<file path="src/rtl/cdt_pkg.sv">
package cdt_pkg;

  // Strobes from the control unit to the datapath.
  typedef struct packed {
    logic start;   // load counter from reload register
    logic snap;    // copy live count to snapshot
    logic clr;     // write-one-to-clear status
    logic step;    // decrement / underflow this cycle
  } ctrlStrobe_t;

  localparam int STAT_W   = 2;
  localparam int STAT_UNF = 0;
  localparam int STAT_EVT = 1;

endpackage

</file>
<file path="src/rtl/cdt_ctrl.sv">
module cdt_ctrl
  import cdt_pkg::*;
#(
  parameter int ADDR_W    = 3,
  parameter int NUM_LANES = 2
) (
  input  logic                 clk,
  input  logic                 rstN,
  input  logic                 tickEn,
  input  logic                 wrEn,
  input  logic [ADDR_W-1:0]    wrAddr,
  output logic [NUM_LANES-1:0] laneWr,
  output ctrlStrobe_t          strobes,
  output logic                 running
);

  localparam logic [ADDR_W-1:0] START_ADDR = ADDR_W'(NUM_LANES);
  localparam logic [ADDR_W-1:0] SNAP_ADDR  = ADDR_W'(NUM_LANES + 1);
  localparam logic [ADDR_W-1:0] CLR_ADDR   = ADDR_W'(NUM_LANES + 2);

  typedef enum logic { ST_IDLE, ST_RUN } runState_t;
  runState_t state;

  for (genvar i = 0; i < NUM_LANES; i++) begin : g_laneDec
    assign laneWr[i] = wrEn && (wrAddr == ADDR_W'(i));
  end

  logic startHit;
  assign startHit = wrEn && (wrAddr == START_ADDR);

  always_ff @(posedge clk or negedge rstN) begin
    if (!rstN)         state <= ST_IDLE;
    else if (startHit) state <= ST_RUN;
  end

  assign running = (state == ST_RUN);

  always_comb begin
    strobes.start = startHit;
    strobes.snap  = wrEn && (wrAddr == SNAP_ADDR);
    strobes.clr   = wrEn && (wrAddr == CLR_ADDR);
    // a start in the same cycle overrides the tick
    strobes.step  = running && tickEn && !startHit;
  end

endmodule

</file>
<file path="src/rtl/cdt_datapath.sv">
module cdt_datapath
  import cdt_pkg::*;
#(
  parameter int CNT_W     = 16,
  parameter int BYTE_W    = 8,
  parameter int NUM_LANES = CNT_W / BYTE_W
) (
  input  logic                 clk,
  input  logic                 rstN,
  input  ctrlStrobe_t          strobes,
  input  logic [NUM_LANES-1:0] laneWr,
  input  logic [BYTE_W-1:0]    wrData,
  input  logic                 evtIn,
  output logic [CNT_W-1:0]     liveCount,
  output logic [CNT_W-1:0]     reloadVal,
  output logic [CNT_W-1:0]     snapOut,
  output logic [STAT_W-1:0]    statusOut
);

  // reload holding register, one byte lane per address
  for (genvar i = 0; i < NUM_LANES; i++) begin : g_reloadLane
    always_ff @(posedge clk or negedge rstN) begin
      if (!rstN)          reloadVal[i*BYTE_W +: BYTE_W] <= '0;
      else if (laneWr[i]) reloadVal[i*BYTE_W +: BYTE_W] <= wrData;
    end
  end

  logic atZero;
  logic underflow;
  assign atZero    = (liveCount == '0);
  assign underflow = strobes.step && atZero;

  always_ff @(posedge clk or negedge rstN) begin
    if (!rstN)                liveCount <= '0;
    else if (strobes.start)   liveCount <= reloadVal;
    else if (underflow)       liveCount <= reloadVal;
    else if (strobes.step)    liveCount <= liveCount - 1'b1;
  end

  always_ff @(posedge clk or negedge rstN) begin
    if (!rstN)             snapOut <= '0;
    else if (strobes.snap) snapOut <= liveCount;
  end

  logic [STAT_W-1:0] setVec;
  logic [STAT_W-1:0] clrVec;

  always_comb begin
    setVec           = '0;
    setVec[STAT_UNF] = underflow;
    setVec[STAT_EVT] = evtIn;
    clrVec           = strobes.clr ? wrData[STAT_W-1:0] : '0;
  end

  // set takes priority over a clear in the same cycle
  always_ff @(posedge clk or negedge rstN) begin
    if (!rstN) statusOut <= '0;
    else       statusOut <= (statusOut & ~clrVec) | setVec;
  end

endmodule

</file>
<file path="src/rtl/byte_cdown_timer.sv">
module byte_cdown_timer
  import cdt_pkg::*;
#(
  parameter int CNT_W  = 16,
  parameter int BYTE_W = 8,
  parameter int ADDR_W = 3
) (
  input  logic              clk,
  input  logic              rstN,
  input  logic              tickEn,
  input  logic              wrEn,
  input  logic [ADDR_W-1:0] wrAddr,
  input  logic [BYTE_W-1:0] wrData,
  input  logic              evtIn,
  output logic [CNT_W-1:0]  snapOut,
  output logic [1:0]        statusOut
);

  localparam int NUM_LANES = CNT_W / BYTE_W;

  ctrlStrobe_t          strobes;
  logic [NUM_LANES-1:0] laneWr;
  logic                 runFlag;
  logic [CNT_W-1:0]     liveCount;
  logic [CNT_W-1:0]     reloadVal;

  cdt_ctrl #(
    .ADDR_W   (ADDR_W),
    .NUM_LANES(NUM_LANES)
  ) ctrl (
    .clk    (clk),
    .rstN   (rstN),
    .tickEn (tickEn),
    .wrEn   (wrEn),
    .wrAddr (wrAddr),
    .laneWr (laneWr),
    .strobes(strobes),
    .running(runFlag)
  );

  cdt_datapath #(
    .CNT_W    (CNT_W),
    .BYTE_W   (BYTE_W),
    .NUM_LANES(NUM_LANES)
  ) dp (
    .clk      (clk),
    .rstN     (rstN),
    .strobes  (strobes),
    .laneWr   (laneWr),
    .wrData   (wrData),
    .evtIn    (evtIn),
    .liveCount(liveCount),
    .reloadVal(reloadVal),
    .snapOut  (snapOut),
    .statusOut(statusOut)
  );

endmodule

</file>
<file path="config.mk">
export PLATFORM = sky130hd
export DESIGN_NAME = byte_cdown_timer
export DESIGN_NICKNAME = d
export VERILOG_FILES = /design/src/rtl/cdt_pkg.sv /design/src/rtl/cdt_ctrl.sv /design/src/rtl/cdt_datapath.sv /design/src/rtl/byte_cdown_timer.sv
export SDC_FILE = /design/constraint.sdc
export NUM_CORES = 1
export LEC_CHECK = 0
export ABC_AREA = 1
export BUFFER_PORTS_ARGS = -buffer_cell sky130_fd_sc_hd__buf_2
export CORE_AREA = 4 4 108 59
export DETAILED_ROUTE_END_ITERATION = 10
export DIE_AREA = 0 0 112 63
export HOLD_SLACK_MARGIN = 0.12
export PLACE_DENSITY = 0.69
export SETUP_SLACK_MARGIN = 0.2
export SYNTH_ARGS = -nofsm -noshare
export SYNTH_HDL_FRONTEND = slang
export SYNTH_SLANG_ARGS = --single-unit
</file>
<file path="constraint.sdc">
create_clock -name clk -period 1.7 [get_ports clk]
set_input_delay 0.425 -clock clk [delete_from_list [all_inputs] [get_ports clk]]
set_output_delay 0.425 -clock clk [all_outputs]
set_load 0.02 [all_outputs]
</file>
== After elaboration in Yosys (flattened, before gate mapping) ==
Index checks and enable logic that the tools add are counted.
Cells by class
  add/subtract/negate cells: 1
  equal/unequal tests: 4
  mux-type cells: 4
  bitwise gates (word level): 3
  reductions and logical operators: 12
Operator list (number)
  16-bit 2-to-1 mux: 3
  16-bit zero test: 1
  16-bit by 1-bit subtractor with 16-bit output, second input constant: 1
  1-bit logical AND: 8
  3-bit by 2-bit == test with 1-bit output, second input constant: 2
  3-bit by 1-bit == test with 1-bit output, second input constant: 1
  3-bit == test, second input constant: 1
  3-bit zero test: 1
  3-bit nonzero test: 1
  2-bit bitwise AND: 1
  2-bit 2-to-1 mux: 1
  2-bit NOT: 1
  2-bit bitwise OR: 1
  1-bit zero test: 1
Storage, ports and cells
  register bits after elaboration: 51
  input bits: 16
  output and inout bits: 18
  word-level logic and storage cells: 30

== Longest topological paths before layout ==
  depth after elaboration: 7
  mapped depth: 10
  mapped depth without buffers: 10

== Cells and area by module ==
Synthesis repeated with hierarchy kept, for this count alone.
Second synthesis, totals
  cells, all modules: 342
  area total of the unflattened synthesis: 2668.8 um^2
By module, submodules not included
  cdt_datapath: instances 1, cells each 326, area an instance 2568.7 um^2, seq. area each 1251.2 um^2
  cdt_ctrl: instances 1, cells each 16, area an instance 100.1 um^2, seq. area each 25.0 um^2

== Least setup slack after synthesis ==
No wires, ideal clock.
  kind: register to register
  start point: reg dp.liveCount[0]
  end point: reg dp.liveCount[3]
  library setup time: 0.124 ns
  arrival time: 1.377 ns
  data required time: 1.576 ns
  path slack: 0.199 ns
  cell stages (with the launch flop): 11
  buffers on the path: 1
  period minus slack after synthesis: 1.501 ns
  cells stage by stage: dfrtp_1 > inv_1 > ha_1 > nand3_4 > nor2_4 > nand2_2 > nand2_4 > buf_6 > nand2_1 > nand2_1 > o21bai_2
On the way
  longest elaborated chain between the ends: 4
  elaborated cells on any way between the ends: 7
  classes of those cells: add/sub (1); mux (3); reduce/logical (3)
RTL lines
  from (decl): RTL line cdt_datapath.sv:14  | output logic [CNT_W-1:0] liveCount,
  from (signal assigned): RTL line cdt_datapath.sv:35  | else if (strobes.start) liveCount <= reloadVal;
  from (signal assigned): RTL line cdt_datapath.sv:36  | else if (underflow) liveCount <= reloadVal;
  from (signal assigned): RTL line cdt_datapath.sv:37  | else if (strobes.step) liveCount <= liveCount - 1'b1;
  16-bit by 1-bit subtractor with 16-bit output or 16-bit zero test (tied branches): RTL line cdt_datapath.sv:37, cdt_datapath.sv:30
  16-bit 2-to-1 mux or 1-bit logical AND (tied branches): RTL line cdt_datapath.sv:37, cdt_datapath.sv:31
  16-bit 2-to-1 mux: RTL line cdt_datapath.sv:36
  16-bit 2-to-1 mux: RTL line cdt_datapath.sv:35
Several ways; a longest one is shown, not always the timed one. The select of a mux whose other input is x is not followed.
A chain may end at the register's enable or synchronous reset.

== Worst setup path after layout ==
  start point: reg dp.liveCount[6]
  end point: reg dp.liveCount[9]
Same word-level chain as after synthesis.

==> metrics.txt <==
outcome finished clean; final count of pins violating max slew 0; final antenna diode count 0; maximum level of the CTS H-tree 2; Std-Cell Core Area 5350 um^2; Synth Cell Area 2630 um^2; crit-path max cell delay 450 ps; worst-case vdd ir drop between 0.5 and 0.6 mV; cell count after synthesis 345; cell types occupying the most area after synthesis dfrtp_1 49%, nand2_1 15%, inv_1 7.1%; placed insts between 400 and 500; power per unit of standard cell area 1530 nW/um^2; x dimension of the die around 110 um; initial cell density of the core 0.492; Tightest Pin Transition 453 ps; Unique masters post-synth 25; area of the die 7060 um^2; DPL Wire Length 4.38 mm; reg2reg setup slack ~190 ps; setup_tns 0 ps; type of the worst setup path reg -> reg; largest net degree at the start of global routing 52; net total in the final layout 417; fraction of layout instances using a drive strength above 1 0.265; Area Overhead vs Synth 24.0%; Post-Place Worst Slack 64.3 ps; number of vias per cell around 5; vias in the first global route 2172; Util after Layout 0.610; clock tree from TritonCTS built; dominant cell by count in the synthesized netlist nand2_1; most used flip-flop cell after synthesis dfrtp_1; drt drc 0; synthesized netlist net count 362; crit path capture type flop; Final min period 1510 ps; vias after detailed routing 2370; list of most frequent post-synthesis cells 107 x nand2_1, 51 x dfrtp_1, 50 x inv_1; maximum buffer depth of the clock tree 2; Routed wire per std cell 13.5 um; setup repair after global routing missed its margin yes; period utilisation layout 0.889; Worst Path Required around 1900 ps; max cap viols 0; Max Fclk 662 MHz; synthesis warning total 0; site row count 19; cell type with the highest aggregate area in the netlist dfrtp_1; Arr. time, crit path between 1500 and 2000 ps; number of top-level design ports 34; final wirelength about 6.4 mm; number of flops mapped to enable cells by yosys 0; TritonCTS Buffers 5; length of the first detailed-routing pass in iterations 5; routability congestion estimate 0.925; global-route wire length before repair 10.4 mm; First DRT Iteration DRCs 194; maximum clock skew at final layout about 3.6 ps; clock-pin slew reported for the worst setup and hold paths after clock tree synthesis 90 ps; Worst Slack Setup Final 189 ps; # setup viols final 0; total clock sinks 51; initial antenna violation count 0; IO buf count 33; clock network latency to the later pin of the worst-skew pair 300 ps; total congestion overflow 0; largest fanout on the critical path 5; post-layout instance count excluding filler cells 473; Worst Setup Start Kind flop; part of the Yosys area used for sequential elements 0.485; remaining max-slew budget at the tightest pin 0.697; Most common cell on crit path nand2_1; flip-flop and latch count after synthesis 51; Yosys top cell area share 0.485; syn_area_per_cell around 7.6 um^2; share of synthesized flip-flops with an asynchronous set or reset 1.00; critical-path cell list nor2_4 -> nand3_2 -> nor2_4 -> nand2_4 -> buf_8 -> nand3_1 -> nand2_1 -> nand2_1 -> nand2_1; Hold Crit Class in -> reg; Leak Pwr 0.00172 uW; slowest cell on the critical path dfrtp_1; final number of hold-violating endpoints 0; Design Power between 5000 and 6000 uW; library cell used as clock root buffer clkbuf_8; total routing usage reported by global routing 0.180; overall die height between 60 and 70 um; number of nets with antenna violations after detailed routing 0
critical path, delay by kind of cell, from the launching register on:
kind                   cells  cell delay [ps]
and+or+nand+nor            8              810
DFF                        1              450
buffers and inverters      1              150
layer usage:
layer / GRT usage / share of wire
met4: 0.0600 / 0.013
met3: 0.0416 / 0.079
met5: 0 / 0
met2: 0.253 / 0.42
met1: 0.272 / 0.48
worst paths after layout:
path / cells past startpoint / end / startpoint
min in group asynchronous: 3 / dp.reloadVal[1] / rstN
setup reg to reg: 9 / dp.liveCount[9] / dp.liveCount[6]
setup / recovery: 9 / dp.liveCount[9] / dp.liveCount[6]
hold / removal: 3 / dp.statusOut[1] / evtIn
hold reg to reg: 2 / dp.snapOut[15] / dp.snapOut[15]
max in group asynchronous: 3 / dp.liveCount[4] / rstN
area by class of cell:
cell class	instances	area, um^2
Timing Repair Buffer	57	398
Multi-Input combinational cell	233	1210
Inverter	52	195
Sequential cell	51	1280
Tap cell	73	91.3
Clock buffer	6	82.6
Fill cell	461	2090
Clock inverter	1	5.00
cell families (layout without fill, tap and decap cells):
family / after synthesis / in the layout / synth area share
simple gates: 182 / 183 / 0.303
xor+xnor: 3 / 3 / 0.00999
buf+inv: 62 / 116 / 0.0966
compound gates: 46 / 46 / 0.100
fa+ha+maj: 1 / 1 / 0.00476
flops: 51 / 51 / 0.485
state kept, by name, indices dropped and copies added, names as in the netlist:
| name | cells |
|---|---|
| dp.liveCount | 16 |
| ctrl.running | 1 |
| dp.statusOut | 2 |
| dp.reloadVal | 16 |
| dp.snapOut | 16 |
cells in the final DEF, fill, tap and decap left out, drive strengths merged:
cell type	count
nand4	2
nand3	30
nor2	38
buf	55
ha	1
xor2	2
inv	52
clkinv	1
nor3	1
nand2	111
o21ai	40
dfrtp	51
clkbuf	7
or2	1
o21bai	6
dlygate4sd3	1
xnor2	1
per-stage QoR:
stage	hold slack, ps	instance area, um^2
6_report	297	3260
5_1_grt	300	3260
4_1_cts	290	3070
3_5_place_dp	436	2930
3_3_place_gp	431	2930
2_1_floorplan	129	2630
repair_timing:
action | 4_1_cts | 5_1_grt
endpoints found under the hold margin | 51 | 0
pin swaps | 6 | 3
setup buffers | 1 | 11
endpoints found under the setup margin | 16 | 16
gates cloned | 0 | 2
resized for setup | 8 | 22
hold buffers | 1 | 0
power breakdown:
group          switching (uW)  leakage, uW  internal [uW]
combinational            1380      0.00103            956
clock                     385    0.0000470            320
sequential                342     0.000637           1620
total                    2110      0.00172           2900
Power figures use the tool's default switching activity.
